$ cat config.mk
export PLATFORM = sky130hd
export DESIGN_NAME = tmr_pair
export DESIGN_NICKNAME = d
export VERILOG_FILES = /design/src/rtl/tmr_pkg.sv /design/src/rtl/tmr_pin_sync.sv /design/src/rtl/tmr_counter.sv /design/src/rtl/tmr_pair.sv
export SDC_FILE = /design/constraint.sdc
export NUM_CORES = 1
export LEC_CHECK = 0
export BUFFER_PORTS_ARGS = -buffer_cell sky130_fd_sc_hd__clkbuf_2
export CORE_ASPECT_RATIO = 1.25
export CORE_MARGIN = 1
export CORE_UTILIZATION = 32
export DETAILED_ROUTE_END_ITERATION = 6
export PLACE_DENSITY = 0.6
export SLEW_MARGIN = 20
export SYNTH_ARGS = -nofsm -noshare
export SYNTH_HDL_FRONTEND = slang
export SYNTH_HIERARCHICAL = 1
export SYNTH_SLANG_ARGS = --single-unit
$ cat constraint.sdc
create_clock -name clk -period 2.87 [get_ports clk]
set_input_delay 0.1435 -clock clk [delete_from_list [all_inputs] [get_ports clk]]
set_output_delay 0.1435 -clock clk [all_outputs]
set_load 0.05 [all_outputs]
$ cat src/rtl/tmr_pkg.sv
package tmr_pkg;
  typedef enum logic [1:0] {
    TM_13     = 2'd0,
    TM_16     = 2'd1,
    TM_RELOAD = 2'd2,
    TM_SPLIT  = 2'd3
  } tmr_mode_e;

  localparam int unsigned NUM_TMR  = 2;
  localparam int unsigned ADDR_W   = 3;
  localparam logic [2:0]  A_T0_LO  = 3'd0;
  localparam logic [2:0]  A_T0_HI  = 3'd1;
  localparam logic [2:0]  A_T1_LO  = 3'd2;
  localparam logic [2:0]  A_T1_HI  = 3'd3;
  localparam logic [2:0]  A_MODE   = 3'd4;
  localparam logic [2:0]  A_CTRL   = 3'd5;
endpackage

$ cat src/rtl/tmr_pin_sync.sv
module tmr_pin_sync #(
  parameter int unsigned STAGES = 2
) (
  input  logic clk,
  input  logic rst_n,
  input  logic pin,
  input  logic tick,
  output logic level,
  output logic cnt_evt
);
  logic [STAGES-1:0] sync_q;
  logic              prev_q;
  logic              pend_q;
  logic              fall;

  generate
    for (genvar s = 0; s < STAGES; s++) begin : g_stage
      always_ff @(posedge clk) begin
        if (!rst_n) sync_q[s] <= 1'b0;
        else if (s == 0) sync_q[s] <= pin;
        else sync_q[s] <= sync_q[(s == 0) ? 0 : s-1];
      end
    end
  endgenerate

  assign level = sync_q[STAGES-1];
  assign fall  = prev_q & ~level;

  always_ff @(posedge clk) begin
    if (!rst_n) begin
      prev_q <= 1'b0;
      pend_q <= 1'b0;
    end else begin
      prev_q <= level;
      pend_q <= fall | (pend_q & ~tick);
    end
  end

  assign cnt_evt = tick & pend_q;

  // an edge is remembered until a tick consumes it
  p_edge_pends_r8: assert property (@(posedge clk) disable iff (!rst_n)
    fall |=> pend_q);
  // a tick leaves nothing pending unless a fresh edge arrived
  p_one_per_tick_r8: assert property (@(posedge clk) disable iff (!rst_n)
    (tick && !fall) |=> !pend_q);
endmodule

$ cat src/rtl/tmr_counter.sv
module tmr_counter
  import tmr_pkg::*;
#(
  parameter int unsigned W        = 8,
  parameter int unsigned PRE_W    = 5,
  parameter bit          SPLIT_OK = 1'b1
) (
  input  logic         clk,
  input  logic         rst_n,
  input  tmr_mode_e    mode,
  input  logic         inc_main,
  input  logic         inc_hi,
  input  logic         wr_lo,
  input  logic         wr_hi,
  input  logic [W-1:0] wdata,
  output logic [W-1:0] lo_q,
  output logic [W-1:0] hi_q,
  output logic         ovf_main,
  output logic         ovf_hi
);
  localparam int unsigned FULL_W = 2 * W;

  logic [W-1:0]   lo_n, hi_n;
  logic [W:0]     lo_inc, hi_inc;
  logic [PRE_W:0] pre_inc;
  logic [FULL_W:0] full_inc;
  logic           split;

  assign lo_inc   = {1'b0, lo_q} + 1'b1;
  assign hi_inc   = {1'b0, hi_q} + 1'b1;
  assign pre_inc  = {1'b0, lo_q[PRE_W-1:0]} + 1'b1;
  assign full_inc = {1'b0, hi_q, lo_q} + 1'b1;
  assign split    = SPLIT_OK && (mode == TM_SPLIT);

  always_comb begin
    lo_n     = lo_q;
    hi_n     = hi_q;
    ovf_main = 1'b0;
    ovf_hi   = 1'b0;
    if (split) begin
      if (inc_main && !wr_lo) begin
        lo_n     = lo_inc[W-1:0];
        ovf_main = lo_inc[W];
      end
      if (inc_hi && !wr_hi) begin
        hi_n   = hi_inc[W-1:0];
        ovf_hi = hi_inc[W];
      end
    end else if (inc_main && !wr_lo && !wr_hi) begin
      unique case (mode)
        TM_13: begin
          lo_n[PRE_W-1:0] = pre_inc[PRE_W-1:0];
          if (pre_inc[PRE_W]) begin
            hi_n     = hi_inc[W-1:0];
            ovf_main = hi_inc[W];
          end
        end
        TM_16: begin
          {hi_n, lo_n} = full_inc[FULL_W-1:0];
          ovf_main     = full_inc[FULL_W];
        end
        TM_RELOAD: begin
          if (lo_inc[W]) begin
            lo_n     = hi_q;
            ovf_main = 1'b1;
          end else begin
            lo_n = lo_inc[W-1:0];
          end
        end
        default: ;
      endcase
    end
    if (wr_lo) lo_n = wdata;
    if (wr_hi) hi_n = wdata;
  end

  always_ff @(posedge clk) begin
    if (!rst_n) begin
      lo_q <= '0;
      hi_q <= '0;
    end else begin
      lo_q <= lo_n;
      hi_q <= hi_n;
    end
  end

  p_write_wins_r10: assert property (@(posedge clk) disable iff (!rst_n)
    wr_lo |=> lo_q == $past(wdata));
  p_reload_r3: assert property (@(posedge clk) disable iff (!rst_n)
    (mode == TM_RELOAD && inc_main && !wr_lo && !wr_hi && lo_q == {W{1'b1}})
      |=> lo_q == $past(hi_q));
  p_prescale_top_held_r4: assert property (@(posedge clk) disable iff (!rst_n)
    (mode == TM_13 && !wr_lo) |=> lo_q[W-1:PRE_W] == $past(lo_q[W-1:PRE_W]));
endmodule

$ cat src/rtl/tmr_pair.sv
module tmr_pair
  import tmr_pkg::*;
#(
  parameter int unsigned W           = 8,
  parameter int unsigned PRE_W       = 5,
  parameter int unsigned SYNC_STAGES = 2
) (
  input  logic              clk,
  input  logic              rst_n,
  input  logic              tick_en,
  input  logic [1:0]        cnt_pin,
  input  logic [1:0]        gate_pin,
  input  logic              reg_wr,
  input  logic [ADDR_W-1:0] reg_addr,
  input  logic [W-1:0]      reg_wdata,
  output logic [W-1:0]      reg_rdata,
  input  logic [1:0]        ovf_ack,
  output logic [1:0]        ovf_flag
);
  localparam int unsigned FIELD_W = 4;

  logic [W-1:0]       mode_q;
  logic [1:0]         run_q;
  logic [1:0]         flag_q;
  logic [W-1:0]       cnt_lo [NUM_TMR];
  logic [W-1:0]       cnt_hi [NUM_TMR];
  logic [NUM_TMR-1:0] ovf_main, ovf_hi;
  logic [NUM_TMR-1:0] gate_lvl, ext_evt, enable, src_pulse;
  logic [NUM_TMR-1:0] inc_main, inc_hi;
  logic [NUM_TMR-1:0] wr_lo, wr_hi;
  tmr_mode_e          tmode [NUM_TMR];
  logic [1:0]         flag_set;
  logic               wr_ctrl;

  assign wr_ctrl = reg_wr && (reg_addr == A_CTRL);

  generate
    for (genvar i = 0; i < NUM_TMR; i++) begin : g_tmr
      logic use_ext, use_gate;
      assign tmode[i]  = tmr_mode_e'(mode_q[FIELD_W*i +: 2]);
      assign use_ext   = mode_q[FIELD_W*i + 2];
      assign use_gate  = mode_q[FIELD_W*i + 3];
      assign wr_lo[i]  = reg_wr && (reg_addr == 3'(2*i));
      assign wr_hi[i]  = reg_wr && (reg_addr == 3'(2*i + 1));

      tmr_pin_sync #(.STAGES(SYNC_STAGES)) u_cnt_sync (
        .clk(clk), .rst_n(rst_n), .pin(cnt_pin[i]), .tick(tick_en),
        .level(), .cnt_evt(ext_evt[i]));
      tmr_pin_sync #(.STAGES(SYNC_STAGES)) u_gate_sync (
        .clk(clk), .rst_n(rst_n), .pin(gate_pin[i]), .tick(1'b0),
        .level(gate_lvl[i]), .cnt_evt());

      assign enable[i]    = run_q[i] && (!use_gate || gate_lvl[i]);
      assign src_pulse[i] = use_ext ? ext_evt[i] : tick_en;

      if (i == 0) begin : g_split_capable
        assign inc_main[i] = enable[i] && src_pulse[i];
        assign inc_hi[i]   = (tmode[i] == TM_SPLIT) && run_q[1] && tick_en;
      end else begin : g_plain
        assign inc_main[i] = (tmode[i] != TM_SPLIT) && enable[i] && src_pulse[i];
        assign inc_hi[i]   = 1'b0;
      end

      tmr_counter #(.W(W), .PRE_W(PRE_W), .SPLIT_OK(i == 0)) u_cnt (
        .clk(clk), .rst_n(rst_n), .mode(tmode[i]),
        .inc_main(inc_main[i]), .inc_hi(inc_hi[i]),
        .wr_lo(wr_lo[i]), .wr_hi(wr_hi[i]), .wdata(reg_wdata),
        .lo_q(cnt_lo[i]), .hi_q(cnt_hi[i]),
        .ovf_main(ovf_main[i]), .ovf_hi(ovf_hi[i]));
    end
  endgenerate

  assign flag_set[0] = ovf_main[0];
  assign flag_set[1] = ovf_hi[0] | ovf_hi[1] | ovf_main[1];

  always_ff @(posedge clk) begin
    if (!rst_n) begin
      mode_q <= '0;
      run_q  <= '0;
      flag_q <= '0;
    end else begin
      if (reg_wr && reg_addr == A_MODE) mode_q <= reg_wdata;
      if (wr_ctrl) run_q <= reg_wdata[1:0];
      for (int i = 0; i < 2; i++) begin
        if (flag_set[i])     flag_q[i] <= 1'b1;
        else if (ovf_ack[i]) flag_q[i] <= 1'b0;
        else if (wr_ctrl)    flag_q[i] <= reg_wdata[4+i];
      end
    end
  end

  always_comb begin
    unique case (reg_addr)
      A_T0_LO: reg_rdata = cnt_lo[0];
      A_T0_HI: reg_rdata = cnt_hi[0];
      A_T1_LO: reg_rdata = cnt_lo[1];
      A_T1_HI: reg_rdata = cnt_hi[1];
      A_MODE:  reg_rdata = mode_q;
      A_CTRL:  reg_rdata = {2'b00, flag_q, 2'b00, run_q};
      default: reg_rdata = '0;
    endcase
  end

  assign ovf_flag = flag_q;

  p_t1_hold_r6: assert property (@(posedge clk) disable iff (!rst_n)
    (tmode[1] == TM_SPLIT && !wr_lo[1] && !wr_hi[1])
      |=> ($stable(cnt_lo[1]) && $stable(cnt_hi[1])));
  p_gate_blocks_r7: assert property (@(posedge clk) disable iff (!rst_n)
    (mode_q[7] && !gate_lvl[1] && !wr_lo[1] && !wr_hi[1])
      |=> ($stable(cnt_lo[1]) && $stable(cnt_hi[1])));
  p_ack_clears_r9: assert property (@(posedge clk) disable iff (!rst_n)
    (ovf_ack[0] && !flag_set[0]) |=> !ovf_flag[0]);
  p_set_wins_r9: assert property (@(posedge clk) disable iff (!rst_n)
    flag_set[1] |=> ovf_flag[1]);
endmodule

==> flow_summary.json, run 1 <==
{
  "p_sw_frac": 0.298,
  "p_int_mw": 1.24,
  "slew_headroom": 0.475,
  "yosysWarnings": 6,
  "grt_max_degree": 42,
  "combPwrFrac": 0.148,
  "routed_wirelength_mm": 12.5,
  "final_cell_mix": "dfxtp_1 (56), a21oi_1 (33), o21ai_0 (30), clkbuf_2 (30), nand2_1 (28)",
  "worst_skew_pair.late_latency_ns": 0.30,
  "min_path_type": "primary input to flip-flop",
  "worst_pin_slew_ns": 0.788,
  "fin_nets": 527,
  "fin_area_um2": 4470,
  "postCtsSetupRepairBufs": 0,
  "syn_avg_cell_area_um2": 8.63,
  "die_h_um": 128,
  "cts_hold_buf": 0,
  "route.detailed.drc": 0,
  "cts.sinks": 56,
  "path_max_fanout": 8,
  "io_pins": 31,
  "cts_buffer_depth": 2,
  "grt_setup_unrepaired": "no",
  "num_rows": 45,
  "worstRegToRegCells": 8,
  "end_kind": "flip-flop",
  "worstHoldPathCells": 2,
  "cpMaxStageDelayCell": "dfxtp_1",
  "worstPathCellList": "ha_1 -> nand4_2 -> nor2_1 -> nand2_1 -> a21o_1 -> a2111oi_2 -> o31ai_1 -> o211ai_1",
  "clkTransAtPathRegs_ns": 0.08,
  "start_util": 0.331,
  "finalSetupTns_ns": 0,
  "crit_arrival_ns": 2.69,
  "crit_type": "flip-flop to flip-flop",
  "vias_per_cell": 5.86,
  "area_growth_syn_to_layout_pct": 10.6,
  "antenna_cells": 0,
  "slowest_delay_ns": 0.52,
  "critPathTopFamily": "compound AO/OA/AOI/OAI gates",
  "root_buffer": "clkbuf_16",
  "clock_skew_ns": 0.00546,
  "powerDensity_nw_per_um2": 394,
  "die_w_um": 103,
  "status": "completed",
  "drive_gt1_frac": 0.176,
  "first_global_vias": 3613,
  "dp_hpwl_mm": 9.27,
  "synthCells": 468,
  "gr-total-overflow": 0,
  "wire_per_inst_um": 19.0,
  "synth.cell_area_um2": 4040,
  "antenna_found_initial": 0,
  "grt_use_total": 0.199,
  "grt_pass1_wl_mm": 19.9,
  "max_freq_mhz": 407,
  "cts_tree": "done",
  "critPathBufInv": 0,
  "period_share": 0.856,
  "cts_buffers": 5,
  "startpoint_type": "flip-flop",
  "hold_violations": 0,
  "timing.critical_path.required_ns": 3.10,
  "power_frac_seq": 0.479,
  "io_buffers": 30,
  "layout_commonest_cell": "dfxtp_1",
  "drt-initial-drc-count": 269,
  "gp_congestion": 0.947,
  "dieArea_um2": 13100,
  "postPlaceCellArea_um2": 4310,
  "cts_resized": 0,
  "drv_cap": 0,
  "syn_nets": 502,
  "p_clk_frac": 0.373,
  "vias": 3854,
  "ir_worst_vdd_v": 0.000219,
  "fin_crit_ns": 2.46,
  "cp.depth": 8,
  "p_leak_nw": 1.57,
  "first_pass_iters": 5,
  "antenna_left": 0,
  "fp.coreArea_um2": 12200,
  "h-tree-depth": 2,
  "maxSlewViolCount": 0,
  "setup_violations": 0,
  "netSwitchingPower_uw": 525
}
==> stage by stage <==
stage / cells / hold WS [ns] / util / worst slack (ns) / total power [mW]
after floorplan: 468 / 0.265 / - / 0.674 / 1.03
final: 658 / 0.0291 / 0.366 / 0.414 / 1.76
after CTS: 658 / 0.0234 / 0.366 / 0.477 / 1.78
after global routing: 658 / 0.0315 / 0.366 / 0.276 / 1.84
after detailed placement: 650 / 0.345 / 0.353 / 0.506 / 1.12
after global placement: 650 / 0.343 / 0.353 / 0.477 / 1.12
==> worst paths after layout <==
| kind | startpoint | end | slack, ns |
|---|---|---|---|
| setup reg to reg | g_tmr[1].u_cnt/lo_q[0]$_SDFFE_PN0P_ | ovf_flag[1]$_SDFFE_PN0P_ | 0.41 |
| setup / recovery | g_tmr[1].u_cnt/lo_q[0]$_SDFFE_PN0P_ | ovf_flag[1]$_SDFFE_PN0P_ | 0.41 |
| hold reg to reg | g_tmr[1].u_gate_sync/sync_q[0]$_SDFF_PN0_ | g_tmr[1].u_gate_sync/level$_SDFF_PN0_ | 0.44 |
| hold / removal | gate_pin[1] | g_tmr[1].u_gate_sync/sync_q[0]$_SDFF_PN0_ | 0.03 |
==> cell type report <==
class | count | area, um2
clock buffers | 5 | 125
inverters | 24 | 90.1
well taps | 164 | 205
multi-input cells | 368 | 2690
repair buffers | 38 | 210
fillers | 1281 | 7750
clock inverters | 3 | 28.8
flip-flops and latches | 56 | 1120
==> registers in the layout, summed over array words and instances, names as in the netlist <==
signal / cells
g_tmr.u_cnt/hi_q: 16
g_tmr.u_cnt/lo_q: 16
g_tmr.u_cnt_sync/level: 2
g_tmr.u_cnt_sync/pend_q: 2
g_tmr.u_cnt_sync/prev_q: 2
g_tmr.u_cnt_sync/sync_q: 2
g_tmr.u_gate_sync/level: 2
g_tmr.u_gate_sync/sync_q: 2
mode_q: 8
ovf_flag: 2
run_q: 2
==> power by group through the flow <==
stage                     combinational, mW  sequential [mW]  clock, mW
after global routing                  0.281            0.847      0.709
after global placement                0.255            0.861          0
final                                 0.261            0.843      0.658
after floorplan                       0.179            0.847          0
after CTS                             0.259            0.842      0.675
after detailed placement              0.258            0.860          0
==> layer usage <==
layer / part of all wire / vias to the layer above / global-route usage
li1: - / 1803 / -
met1: 0.43 / 1831 / 0.261
met3: 0.048 / 48 / 0.0284
met5: 0 / - / 0
met2: 0.47 / 172 / 0.305
met4: 0.054 / 0 / 0.123
Power figures use the tool's default switching activity.
==> run 2: changes to the inputs <==
--- a/config.mk
+++ b/config.mk
@@ -10,7 +10,8 @@
 export CORE_MARGIN = 1
 export CORE_UTILIZATION = 32
 export DETAILED_ROUTE_END_ITERATION = 6
-export PLACE_DENSITY = 0.6
+export PLACE_DENSITY = 0.5
+export REMOVE_ABC_BUFFERS = 1
 export SLEW_MARGIN = 20
 export SYNTH_ARGS = -nofsm -noshare
 export SYNTH_HDL_FRONTEND = slang
==> flow_summary.json, run 2 (same netlist as run 1, synthesis figures left out) <==
{
  "crit_type": "flip-flop to flip-flop",
  "cts_tree": "done",
  "gr-total-overflow": 0,
  "maxSlewViolCount": 0,
  "io_pins": 31,
  "period_share": 0.821,
  "p_sw_frac": 0.302,
  "hold_violations": 0,
  "critPathTopFamily": "compound AO/OA/AOI/OAI gates",
  "vias": 3815,
  "die_w_um": 103,
  "worstPathCellList": "ha_1 -> nand4_2 -> nor2_1 -> nand2_1 -> a21o_1 -> a2111oi_2 -> o31ai_1 -> o211ai_1",
  "fin_nets": 531,
  "p_leak_nw": 1.59,
  "antenna_cells": 0,
  "cts_hold_buf": 0,
  "die_h_um": 128,
  "powerDensity_nw_per_um2": 393,
  "drv_cap": 0,
  "postCtsSetupRepairBufs": 0,
  "grt_setup_unrepaired": "no",
  "p_clk_frac": 0.373,
  "fill_cells": 1319,
  "setup_violations": 0,
  "cts_buffers": 5,
  "multi_input_comb_area_um2": 2690,
  "dieArea_um2": 13100,
  "ir_worst_vdd_v": 0.000206,
  "root_buffer": "clkbuf_16",
  "antenna_found_initial": 0,
  "num_rows": 45,
  "status": "completed",
  "clock_skew_ns": 0.0102,
  "p_int_mw": 1.23,
  "grt_use_total": 0.210,
  "worst_pin_slew_ns": 0.645,
  "first_pass_iters": 6,
  "slowest_delay_ns": 0.50,
  "dp_hpwl_mm": 9.92,
  "cts.sinks": 56,
  "drt-initial-drc-count": 250,
  "crit_arrival_ns": 2.59,
  "cts_buffer_depth": 2,
  "finalSetupTns_ns": 0,
  "vias_per_cell": 5.76,
  "seq_area_um2": 1120,
  "grt_pass1_wl_mm": 20.4,
  "cpMaxStageDelayCell": "dfxtp_1",
  "cts_resized": 0,
  "gp_congestion": 0.921,
  "timing.critical_path.required_ns": 3.11,
  "combPwrFrac": 0.150,
  "route.detailed.drc": 0,
  "layout_commonest_cell": "dfxtp_1",
  "netSwitchingPower_uw": 535,
  "startpoint_type": "flip-flop",
  "antenna_left": 0,
  "max_freq_mhz": 424,
  "final_cell_mix": "dfxtp_1 (56), a21oi_1 (33), o21ai_0 (30), clkbuf_2 (30), nand2_1 (28)",
  "end_kind": "flip-flop",
  "fin_crit_ns": 2.36,
  "top_regs": "g_tmr.u_cnt/hi_q (16), g_tmr.u_cnt/lo_q (16), mode_q (8)",
  "min_path_type": "primary input to flip-flop",
  "routed_wirelength_mm": 13.2,
  "io_buffers": 30,
  "h-tree-depth": 2,
  "drive_gt1_frac": 0.183,
  "dp.cells": 654,
  "final_cell_count_no_fill": 662,
  "power_frac_seq": 0.476,
  "area_growth_syn_to_layout_pct": 11.2,
  "first_global_vias": 3541,
  "critPathBufInv": 0,
  "worst_skew_pair.late_latency_ns": 0.31,
  "clkTransAtPathRegs_ns": 0.08,
  "fp.coreArea_um2": 12200,
  "grt_max_degree": 24,
  "wire_per_inst_um": 19.9,
  "start_util": 0.331,
  "path_max_fanout": 8,
  "slew_headroom": 0.567
}
## run 2: power by group through the flow
stage | clock network, mW | registers (mW) | logic, mW
6_report | 0.660 | 0.842 | 0.266
4_1_cts | 0.683 | 0.841 | 0.266
5_1_grt | 0.711 | 0.846 | 0.287
3_3_place_gp | 0 | 0.859 | 0.265
2_1_floorplan | 0 | 0.849 | 0.155
3_5_place_dp | 0 | 0.860 | 0.265
## run 2: layout make-up
cell class / instances / area share
clock buffer: 5 / 0.0278
clock inverter: 3 / 0.00585
multi-input combinational: 368 / 0.598
inverter: 24 / 0.0200
tap: 164 / 0.0457
timing repair buffer: 42 / 0.0535
sequential: 56 / 0.249
## run 2: final timing paths
kind / start / to / slack, ns / cells after the start
max: g_tmr[1].u_cnt/lo_q[0]$_SDFFE_PN0P_ / ovf_flag[1]$_SDFFE_PN0P_ / 0.51 / 8
min: cnt_pin[0] / g_tmr[0].u_cnt_sync/sync_q[0]$_SDFF_PN0_ / 0.03 / 2
max reg2reg: g_tmr[1].u_cnt/lo_q[0]$_SDFFE_PN0P_ / ovf_flag[1]$_SDFFE_PN0P_ / 0.51 / 8
min reg2reg: g_tmr[1].u_cnt_sync/sync_q[0]$_SDFF_PN0_ / g_tmr[1].u_cnt_sync/level$_SDFF_PN0_ / 0.44 / 1
## run 2: layer usage
layer	vias to the layer above	track usage	share of wire
met3	27	0.0306	0.051
met2	142	0.354	0.49
met5	-	0	0
met1	1840	0.257	0.42
met4	0	0.100	0.039
li1	1806	-	-
## run 2: metrics by stage
stage / setup slack (ns) / hold WS [ns] / total power [mW] / area (um2) / util
2_1_floorplan: 0.674 / 0.265 / 1.00 / 3900 / -
3_3_place_gp: 0.616 / 0.345 / 1.12 / 4340 / 0.355
3_5_place_dp: 0.568 / 0.345 / 1.12 / 4340 / 0.355
4_1_cts: 0.568 / 0.0216 / 1.79 / 4490 / 0.368
5_1_grt: 0.385 / 0.0234 / 1.84 / 4490 / 0.368
6_report: 0.514 / 0.0299 / 1.77 / 4490 / 0.368
## run 2: worst register-to-register path, stage by stage (launching register included)
cell and delay (ns):
dfxtp_1 0.50, ha_1 0.32, nand4_2 0.18, nor2_1 0.43, nand2_1 0.10, a21o_1 0.20, a2111oi_2 0.37, o31ai_1 0.11
o211ai_1 0.09
